File: src/rtl/tape_ctl_pkg.sv
package tape_ctl_pkg;

    localparam int CMD_LSB     = 3;
    localparam int CMD_W       = 5;
    localparam int ERR_W       = 8;
    localparam int ERR_ILLEGAL = 0;

    typedef enum logic [CMD_W-1:0] {
        OP_READ    = 5'd0,
        OP_REWIND  = 5'd1,
        OP_CTLMODE = 5'd2,
        OP_SPFWD   = 5'd3,
        OP_SPREV   = 5'd4,
        OP_WRITE   = 5'd5,
        OP_WMARK   = 5'd6,
        OP_ERASE   = 5'd7,
        OP_READNS  = 5'd16,
        OP_UNLOAD  = 5'd17,
        OP_DRVMODE = 5'd18
    } tape_op_e;

    // Commands that run on the drive alone
    function automatic logic drive_local(input logic [CMD_W-1:0] code);
        return (code == OP_REWIND) || (code == OP_UNLOAD);
    endfunction

    // Mode settings do not move tape, so the drive stays ready
    function automatic logic keeps_drive(input logic [CMD_W-1:0] code);
        return (code == OP_CTLMODE) || (code == OP_DRVMODE);
    endfunction

endpackage

File: src/rtl/tape_cmd_regs.sv
module tape_cmd_regs #(
    parameter int DATA_W = 16
) (
    input  logic              clk,
    input  logic              rst,
    input  logic [DATA_W-1:0] bus_data,
    input  logic              ld_cmd,
    input  logic              ld_addr,
    input  logic              ld_count,
    input  logic              clr_cmd,
    output logic [DATA_W-1:0] cmd_q,
    output logic [DATA_W-1:0] addr_q,
    output logic [DATA_W-1:0] count_q,
    output logic [DATA_W-1:0] cmd_eff
);
    localparam int TOP = DATA_W - 2;

    assign cmd_eff = ld_cmd ? bus_data : cmd_q;

    always_ff @(posedge clk) begin
        if (rst) begin
            cmd_q   <= '0;
            addr_q  <= '0;
            count_q <= '0;
        end else begin
            if (clr_cmd)     cmd_q <= '0;
            else if (ld_cmd) cmd_q <= bus_data;
            if (ld_addr)     addr_q <= bus_data;
            if (ld_count)    count_q <= {bus_data[TOP], bus_data[TOP:0]};
        end
    end

    assert_count_sext_R1: assert property (@(posedge clk) disable iff (rst)
        ld_count |=> (count_q[DATA_W-1] == count_q[TOP]));

endmodule

File: src/rtl/tape_drive.sv
module tape_drive #(
    parameter int REW_CYCLES = 20
) (
    input  logic clk,
    input  logic rst,
    input  logic online,
    input  logic go_rew,
    input  logic go_data,
    input  logic set_ready,
    output logic ready,
    output logic rewinding,
    output logic bot
);
    localparam int CNT_W = $clog2(REW_CYCLES + 1);
    localparam logic [CNT_W-1:0] CNT_LAST = CNT_W'(REW_CYCLES - 1);

    logic             rdy_q;
    logic             rew_q;
    logic             bot_q;
    logic [CNT_W-1:0] cnt_q;

    always_ff @(posedge clk) begin
        if (rst) begin
            rdy_q <= 1'b1;
            rew_q <= 1'b0;
            bot_q <= 1'b1;
            cnt_q <= '0;
        end else if (go_rew) begin
            rdy_q <= 1'b0;
            bot_q <= 1'b0;
            rew_q <= 1'b1;
            cnt_q <= CNT_LAST;
        end else if (go_data) begin
            rdy_q <= 1'b0;
            bot_q <= 1'b0;
        end else if (rew_q) begin
            if (cnt_q == '0) begin
                rew_q <= 1'b0;
                rdy_q <= 1'b1;
                bot_q <= 1'b1;
            end else begin
                cnt_q <= cnt_q - 1'b1;
            end
        end else if (set_ready) begin
            rdy_q <= 1'b1;
        end
    end

    assign ready     = rdy_q & online;
    assign rewinding = rew_q;
    assign bot       = bot_q;

    assert_rew_notready_R4: assert property (@(posedge clk) disable iff (rst)
        rew_q |-> !rdy_q);

    assert_rew_start_R4: assert property (@(posedge clk) disable iff (rst)
        go_rew |=> (rew_q && !bot_q));

endmodule

File: src/rtl/tape_seq.sv
module tape_seq
    import tape_ctl_pkg::*;
#(
    parameter int DATA_W = 16,
    parameter int N_DRV  = 8,
    parameter int UNIT_W = 3
) (
    input  logic              clk,
    input  logic              rst,
    input  logic              start_p,
    input  logic              clear_p,
    input  logic              irq_mask,
    input  logic [DATA_W-1:0] cmd_eff,
    input  logic [N_DRV-1:0]  drv_ready,
    input  logic [N_DRV-1:0]  drv_rewinding,
    input  logic              op_done,
    input  logic [ERR_W-1:0]  op_err,
    output logic              busy,
    output logic              done,
    output logic              irq,
    output logic [ERR_W-1:0]  err_status,
    output logic              op_req,
    output logic [CMD_W-1:0]  op_cmd,
    output logic [UNIT_W-1:0] op_unit,
    output logic [N_DRV-1:0]  go_rew,
    output logic [N_DRV-1:0]  go_data,
    output logic [N_DRV-1:0]  set_ready
);
    logic              busy_q, done_q, irq_q, req_q;
    logic [ERR_W-1:0]  err_q;
    logic [CMD_W-1:0]  cmd_q;
    logic [UNIT_W-1:0] unit_q;

    logic [UNIT_W-1:0] sel_unit;
    logic [CMD_W-1:0]  sel_code;
    logic              start_ok, sel_rdy, rew_start, data_start, reject, finish;

    always_comb begin
        sel_unit   = cmd_eff[UNIT_W-1:0];
        sel_code   = cmd_eff[CMD_LSB +: CMD_W];
        start_ok   = start_p && !clear_p && !busy_q;
        sel_rdy    = drv_ready[sel_unit];
        reject     = start_ok && !sel_rdy;
        rew_start  = start_ok && sel_rdy && drive_local(sel_code);
        data_start = start_ok && sel_rdy && !drive_local(sel_code);
        finish     = op_done && busy_q && !clear_p;
        for (int d = 0; d < N_DRV; d++) begin
            go_rew[d]    = rew_start && (sel_unit == UNIT_W'(d));
            go_data[d]   = data_start && !keeps_drive(sel_code) && (sel_unit == UNIT_W'(d));
            set_ready[d] = busy_q && (unit_q == UNIT_W'(d)) && !drv_rewinding[d]
                           && (clear_p || op_done);
        end
    end

    always_ff @(posedge clk) begin
        if (rst) begin
            busy_q <= 1'b0;
            done_q <= 1'b0;
            irq_q  <= 1'b0;
            req_q  <= 1'b0;
            err_q  <= '0;
            cmd_q  <= '0;
            unit_q <= '0;
        end else begin
            req_q <= data_start;
            if (clear_p) begin
                busy_q <= 1'b0;
                done_q <= 1'b0;
                irq_q  <= 1'b0;
                err_q  <= '0;
            end else if (reject) begin
                err_q[ERR_ILLEGAL] <= 1'b1;
                done_q <= 1'b1;
                irq_q  <= !irq_mask;
            end else if (data_start) begin
                err_q  <= '0;
                busy_q <= 1'b1;
                done_q <= 1'b0;
                irq_q  <= 1'b0;
                cmd_q  <= sel_code;
                unit_q <= sel_unit;
            end else if (finish) begin
                busy_q <= 1'b0;
                done_q <= 1'b1;
                irq_q  <= !irq_mask;
                err_q  <= err_q | op_err;
            end
        end
    end

    assign busy       = busy_q;
    assign done       = done_q;
    assign irq        = irq_q;
    assign err_status = err_q;
    assign op_req     = req_q;
    assign op_cmd     = cmd_q;
    assign op_unit    = unit_q;

    assert_busy_ignore_R2: assert property (@(posedge clk) disable iff (rst)
        (busy_q && start_p && !clear_p && !op_done) |=> (busy_q && !req_q));

    assert_reject_R3: assert property (@(posedge clk) disable iff (rst)
        (start_p && !clear_p && !busy_q && !drv_ready[cmd_eff[UNIT_W-1:0]])
        |=> (done_q && err_q[ERR_ILLEGAL] && !busy_q));

    assert_local_idle_R4: assert property (@(posedge clk) disable iff (rst)
        (|go_rew) |=> !busy_q);

    assert_req_busy_R5: assert property (@(posedge clk) disable iff (rst)
        req_q |-> busy_q);

    assert_irq_done_R7: assert property (@(posedge clk) disable iff (rst)
        irq_q |-> done_q);

    assert_clear_R8: assert property (@(posedge clk) disable iff (rst)
        clear_p |=> (!busy_q && !done_q && !irq_q && err_q == '0));

endmodule

File: src/rtl/tape_cmd_front.sv
module tape_cmd_front
    import tape_ctl_pkg::*;
#(
    parameter int DATA_W     = 16,
    parameter int N_DRV      = 8,
    parameter int REW_CYCLES = 20
) (
    input  logic                       clk,
    input  logic                       rst,
    input  logic [DATA_W-1:0]          bus_data,
    input  logic                       ld_cmd,
    input  logic                       ld_addr,
    input  logic                       ld_count,
    input  logic                       start_p,
    input  logic                       clear_p,
    input  logic                       irq_mask,
    input  logic [N_DRV-1:0]           drv_online,
    input  logic                       op_done,
    input  logic [ERR_W-1:0]           op_err,
    output logic [DATA_W-1:0]          cmd_word,
    output logic [DATA_W-1:0]          mem_addr,
    output logic [DATA_W-1:0]          word_count,
    output logic                       busy,
    output logic                       done,
    output logic                       irq,
    output logic [ERR_W-1:0]           err_status,
    output logic                       op_req,
    output logic [CMD_W-1:0]           op_cmd,
    output logic [$clog2(N_DRV)-1:0]   op_unit,
    output logic [N_DRV-1:0]           drv_ready,
    output logic [N_DRV-1:0]           drv_rewinding,
    output logic [N_DRV-1:0]           drv_bot
);
    localparam int UNIT_W = $clog2(N_DRV);

    logic [DATA_W-1:0] cmd_eff;
    logic [N_DRV-1:0]  go_rew, go_data, set_ready;

    tape_cmd_regs #(.DATA_W(DATA_W)) u_regs (
        .clk      (clk),
        .rst      (rst),
        .bus_data (bus_data),
        .ld_cmd   (ld_cmd),
        .ld_addr  (ld_addr),
        .ld_count (ld_count),
        .clr_cmd  (clear_p),
        .cmd_q    (cmd_word),
        .addr_q   (mem_addr),
        .count_q  (word_count),
        .cmd_eff  (cmd_eff)
    );

    tape_seq #(.DATA_W(DATA_W), .N_DRV(N_DRV), .UNIT_W(UNIT_W)) u_seq (
        .clk           (clk),
        .rst           (rst),
        .start_p       (start_p),
        .clear_p       (clear_p),
        .irq_mask      (irq_mask),
        .cmd_eff       (cmd_eff),
        .drv_ready     (drv_ready),
        .drv_rewinding (drv_rewinding),
        .op_done       (op_done),
        .op_err        (op_err),
        .busy          (busy),
        .done          (done),
        .irq           (irq),
        .err_status    (err_status),
        .op_req        (op_req),
        .op_cmd        (op_cmd),
        .op_unit       (op_unit),
        .go_rew        (go_rew),
        .go_data       (go_data),
        .set_ready     (set_ready)
    );

    for (genvar d = 0; d < N_DRV; d++) begin : g_drv
        tape_drive #(.REW_CYCLES(REW_CYCLES)) u_drv (
            .clk       (clk),
            .rst       (rst),
            .online    (drv_online[d]),
            .go_rew    (go_rew[d]),
            .go_data   (go_data[d]),
            .set_ready (set_ready[d]),
            .ready     (drv_ready[d]),
            .rewinding (drv_rewinding[d]),
            .bot       (drv_bot[d])
        );
    end

    assert_offline_R11: assert property (@(posedge clk) disable iff (rst)
        ((drv_ready & ~drv_online) == '0));

endmodule

File: config.mk
export PLATFORM = sky130hd
export DESIGN_NAME = tape_cmd_front
export DESIGN_NICKNAME = d
export VERILOG_FILES = /design/src/rtl/tape_ctl_pkg.sv /design/src/rtl/tape_cmd_regs.sv /design/src/rtl/tape_drive.sv /design/src/rtl/tape_seq.sv /design/src/rtl/tape_cmd_front.sv
export SDC_FILE = /design/constraint.sdc
export NUM_CORES = 1
export LEC_CHECK = 0
export CAP_MARGIN = 40
export CORE_UTILIZATION = 46
export DETAILED_ROUTE_END_ITERATION = 8
export PLACE_DENSITY = 0.76
export SLEW_MARGIN = 40
export SYNTH_ARGS = -nofsm -noshare
export SYNTH_HDL_FRONTEND = slang
export SYNTH_SLANG_ARGS = --single-unit
File: constraint.sdc
create_clock -name clk -period 3.7 [get_ports clk]
set_input_delay 0.74 -clock clk [delete_from_list [all_inputs] [get_ports clk]]
set_output_delay 0.74 -clock clk [all_outputs]
set_load 0.01 [all_outputs]
==> run metrics <==
most frequent cells in the layout=dfxtp_1 (131), clkdlybuf4s50_1 (129), nor2_1 (97); Ys Warns=0; number of fill cells=1,048; port buffer count=132; initial antenna violation count=0; total track usage=24.6%; Final Hold Viols=0; Power Density=448 nW/um2; first-pass GRT wire length=24.8 mm; Crit. End Element=flip-flop; peak supply drop=0.340 mV; Post-synth EDFFs=0; final weighted congestion in routability-driven placement=0.848; Setup WS post-layout=0.518 ns; vias in the first global route=around 5,000; Final setup violation count=0; Max Transition Viols Final=0; DRC viols=0; Yosys top cell by area=dfxtp_1; setup slack at placement=about 0.086 ns; Antenna Diode Count=0; die width=115 um; fin nets=833; post-synth top area share=44.8%; post-synthesis sequential area ratio=44.8%; overall power=0.00350 W; delay of the slowest critical-path stage=0.48 ns; Period Utilization, post-route=86.0%; DIE AREA=13,200 um2; Avg Inst Size Synth=8.82 um2; Detailed Place HPWL=11.0 mm; commonest non-fill, non-tap cell in the layout=dfxtp_1; H-tree depth=4; Post-Syn Nets=713; Tightest Hold Check Type=flip-flop to flip-flop; CTS Buf Count=17; GR Overflow Total=0; skew final=0.00672 ns; average wire per standard cell=between 15 and 20 um; ranking of synthesized cells by area=dfxtp_1 (45%), mux2i_1 (8.7%), nor2_1 (6.2%); via count=between 5,000 and 6,000; area delta synth->final=33.4%; number of cell rows=40; post_cts resized=0; ys async rst share=0%; CP required=~4.0 ns; status=completed; CTS max path bufs=2; clk slew on worst S/H paths=~0.060 ns; clock sinks=between 100 and 150; Startpoint Class=input pin; Crit Path Max Fanout=12; max cap viols=0; static leakage power=3.14 nW; initial core utilization=48.0%; num ports=between 100 and 150; placed insts=around 930; Most used DFF post-synth=dfxtp_1; Post-Route WL=about 15 mm; layout cells sized above 1=9.80%; Slew HR=54.7%; fin crit period=~3.2 ns; Iter 0 DRT Violations=347; CP bufs+invs=4; clock latency on the worst-skew pair=0.43 ns; setup TNS=0 ns; RSZ-0062 raised after global routing=no; crit-path most repeated cell=buf_4; Multi-input gate area=2820 um2; # Post-CTS Setup Buffers=0; Setup CP Type=input pin to flip-flop; vias per inst=5.36; Top delay family on crit path=simple AND/OR/NAND/NOR gates; largest net degree at the start of global routing=50; Yosys reg bits=approximately 130; CP max stage cell=or3b_2; critical path, cell by cell=clkdlybuf4s50_1, buf_4, or3b_2, a21boi_0, a2111oi_4, or2_2, nor3b_2, buf_4, buf_4, nor2_1, a211oi_1; fmax=0.314 GHz; Root Driver=clkbuf_16; Mapped Area=a little under 6000 um2; CTS tree=done; core area=12,200 um2; 1st-pass router iterations=5; Distinct cells, synth=46; worst-margin pin slew=0.676 ns; Antenna Nets Post-Route=0; fin cells=964; die height=115 um; cts-stage hold buffer count=0; Layout Utilization=64.0%; Arrival @ worst endpoint=3.51 ns; Reg area=approximately 2600 um2; Post-Synthesis Cells=between 600 and 700
worst paths after layout:
| path | startpoint | to | slack [ns] | cells past startpoint |
|---|---|---|---|---|
| max | ld_cmd | u_seq.op_cmd[3] | 0.52 | 11 |
| min | u_seq.err_status[0] | u_seq.err_status[0] | 0.46 | 2 |
| max reg2reg | u_regs.cmd_q[1] | u_seq.op_cmd[3] | 1.00 | 9 |
| min reg2reg | u_seq.err_status[0] | u_seq.err_status[0] | 0.46 | 2 |
area by class of cell:
type	instances	area share [%]
clock inverter	13	2.08
timing repair buffer	151	18.5
inverter	31	1.49
multi-input combinational	452	36.1
tap	168	2.69
sequential	131	33.6
clock buffer	18	5.49
power breakdown:
group	internal [W]	switching (W)
Combinational	0.000172	0.000170
Sequential	0.00145	0.0000264
Clock	0.00105	0.000629
Yosys cell counts, types with 5 or more instances:
master    instances
a211oi_1         19
a21oi_1          51
and2_1           11
buf_1             6
buf_4            26
clkbuf_1         15
dfxtp_1         131
ha_1              8
inv_1            31
mux2_2            6
mux2i_1          51
nand2_1          41
nand2b_1          5
nand3_1          11
nand3b_1          5
nor2_1           97
nor3_1           24
nor3b_1           8
nor4_1            7
o21ai_0          32
o31ai_1           7
or2_2             9
or3_1             8
xnor2_1          18
xor2_1            5
logic make-up (layout without fill, tap and decap cells):
group | after synthesis | count (layout) | share of synthesized area (%)
flip-flops | 131 | 131 | 44.8
adder cells (fa/ha/maj) | 8 | 8 | 1.71
AO/OA/AOI/OAI | 129 | 129 | 13.7
buffers and inverters | 81 | 213 | 7.03
multiplexers | 57 | 57 | 9.87
AND/OR/NAND/NOR | 235 | 235 | 19.5
XOR/XNOR | 23 | 23 | 3.44
worst min-delay path: stages (launching register included):
cell	delay (ns)
dfxtp_1	0.31
inv_1	0.05
a21oi_1	0.05
registers in the layout, indices dropped and copies added (netlist names), 8 cells and up:
| register | flops |
|---|---|
| g_drv.u_drv.cnt_q | 40 |
| u_regs.addr_q | 16 |
| u_regs.cmd_q | 16 |
| u_regs.count_q | 15 |
| g_drv.u_drv.bot | 8 |
| g_drv.u_drv.rdy_q | 8 |
| g_drv.u_drv.rewinding | 8 |
| u_seq.err_status | 8 |
per-layer routing:
layer / vias to the layer above / wire length, um / track usage, %
met5: - / 0 / 0
met3: 32 / 1290 / 9.75
met2: 187 / 6920 / 40.2
met1: 2429 / 6600 / 28.6
li1: 2521 / - / -
met4: 0 / 376 / 10.6
per-stage QoR:
step / hold slack, ns / area [um2]
finish: 0.458 / 7810
CTS: 0.464 / 7810
floorplan: 0.449 / 5860
global route: 0.484 / 7810
detailed placement: 0.457 / 7220
global placement: 0.435 / 7230
Power figures use the tool's default switching activity.
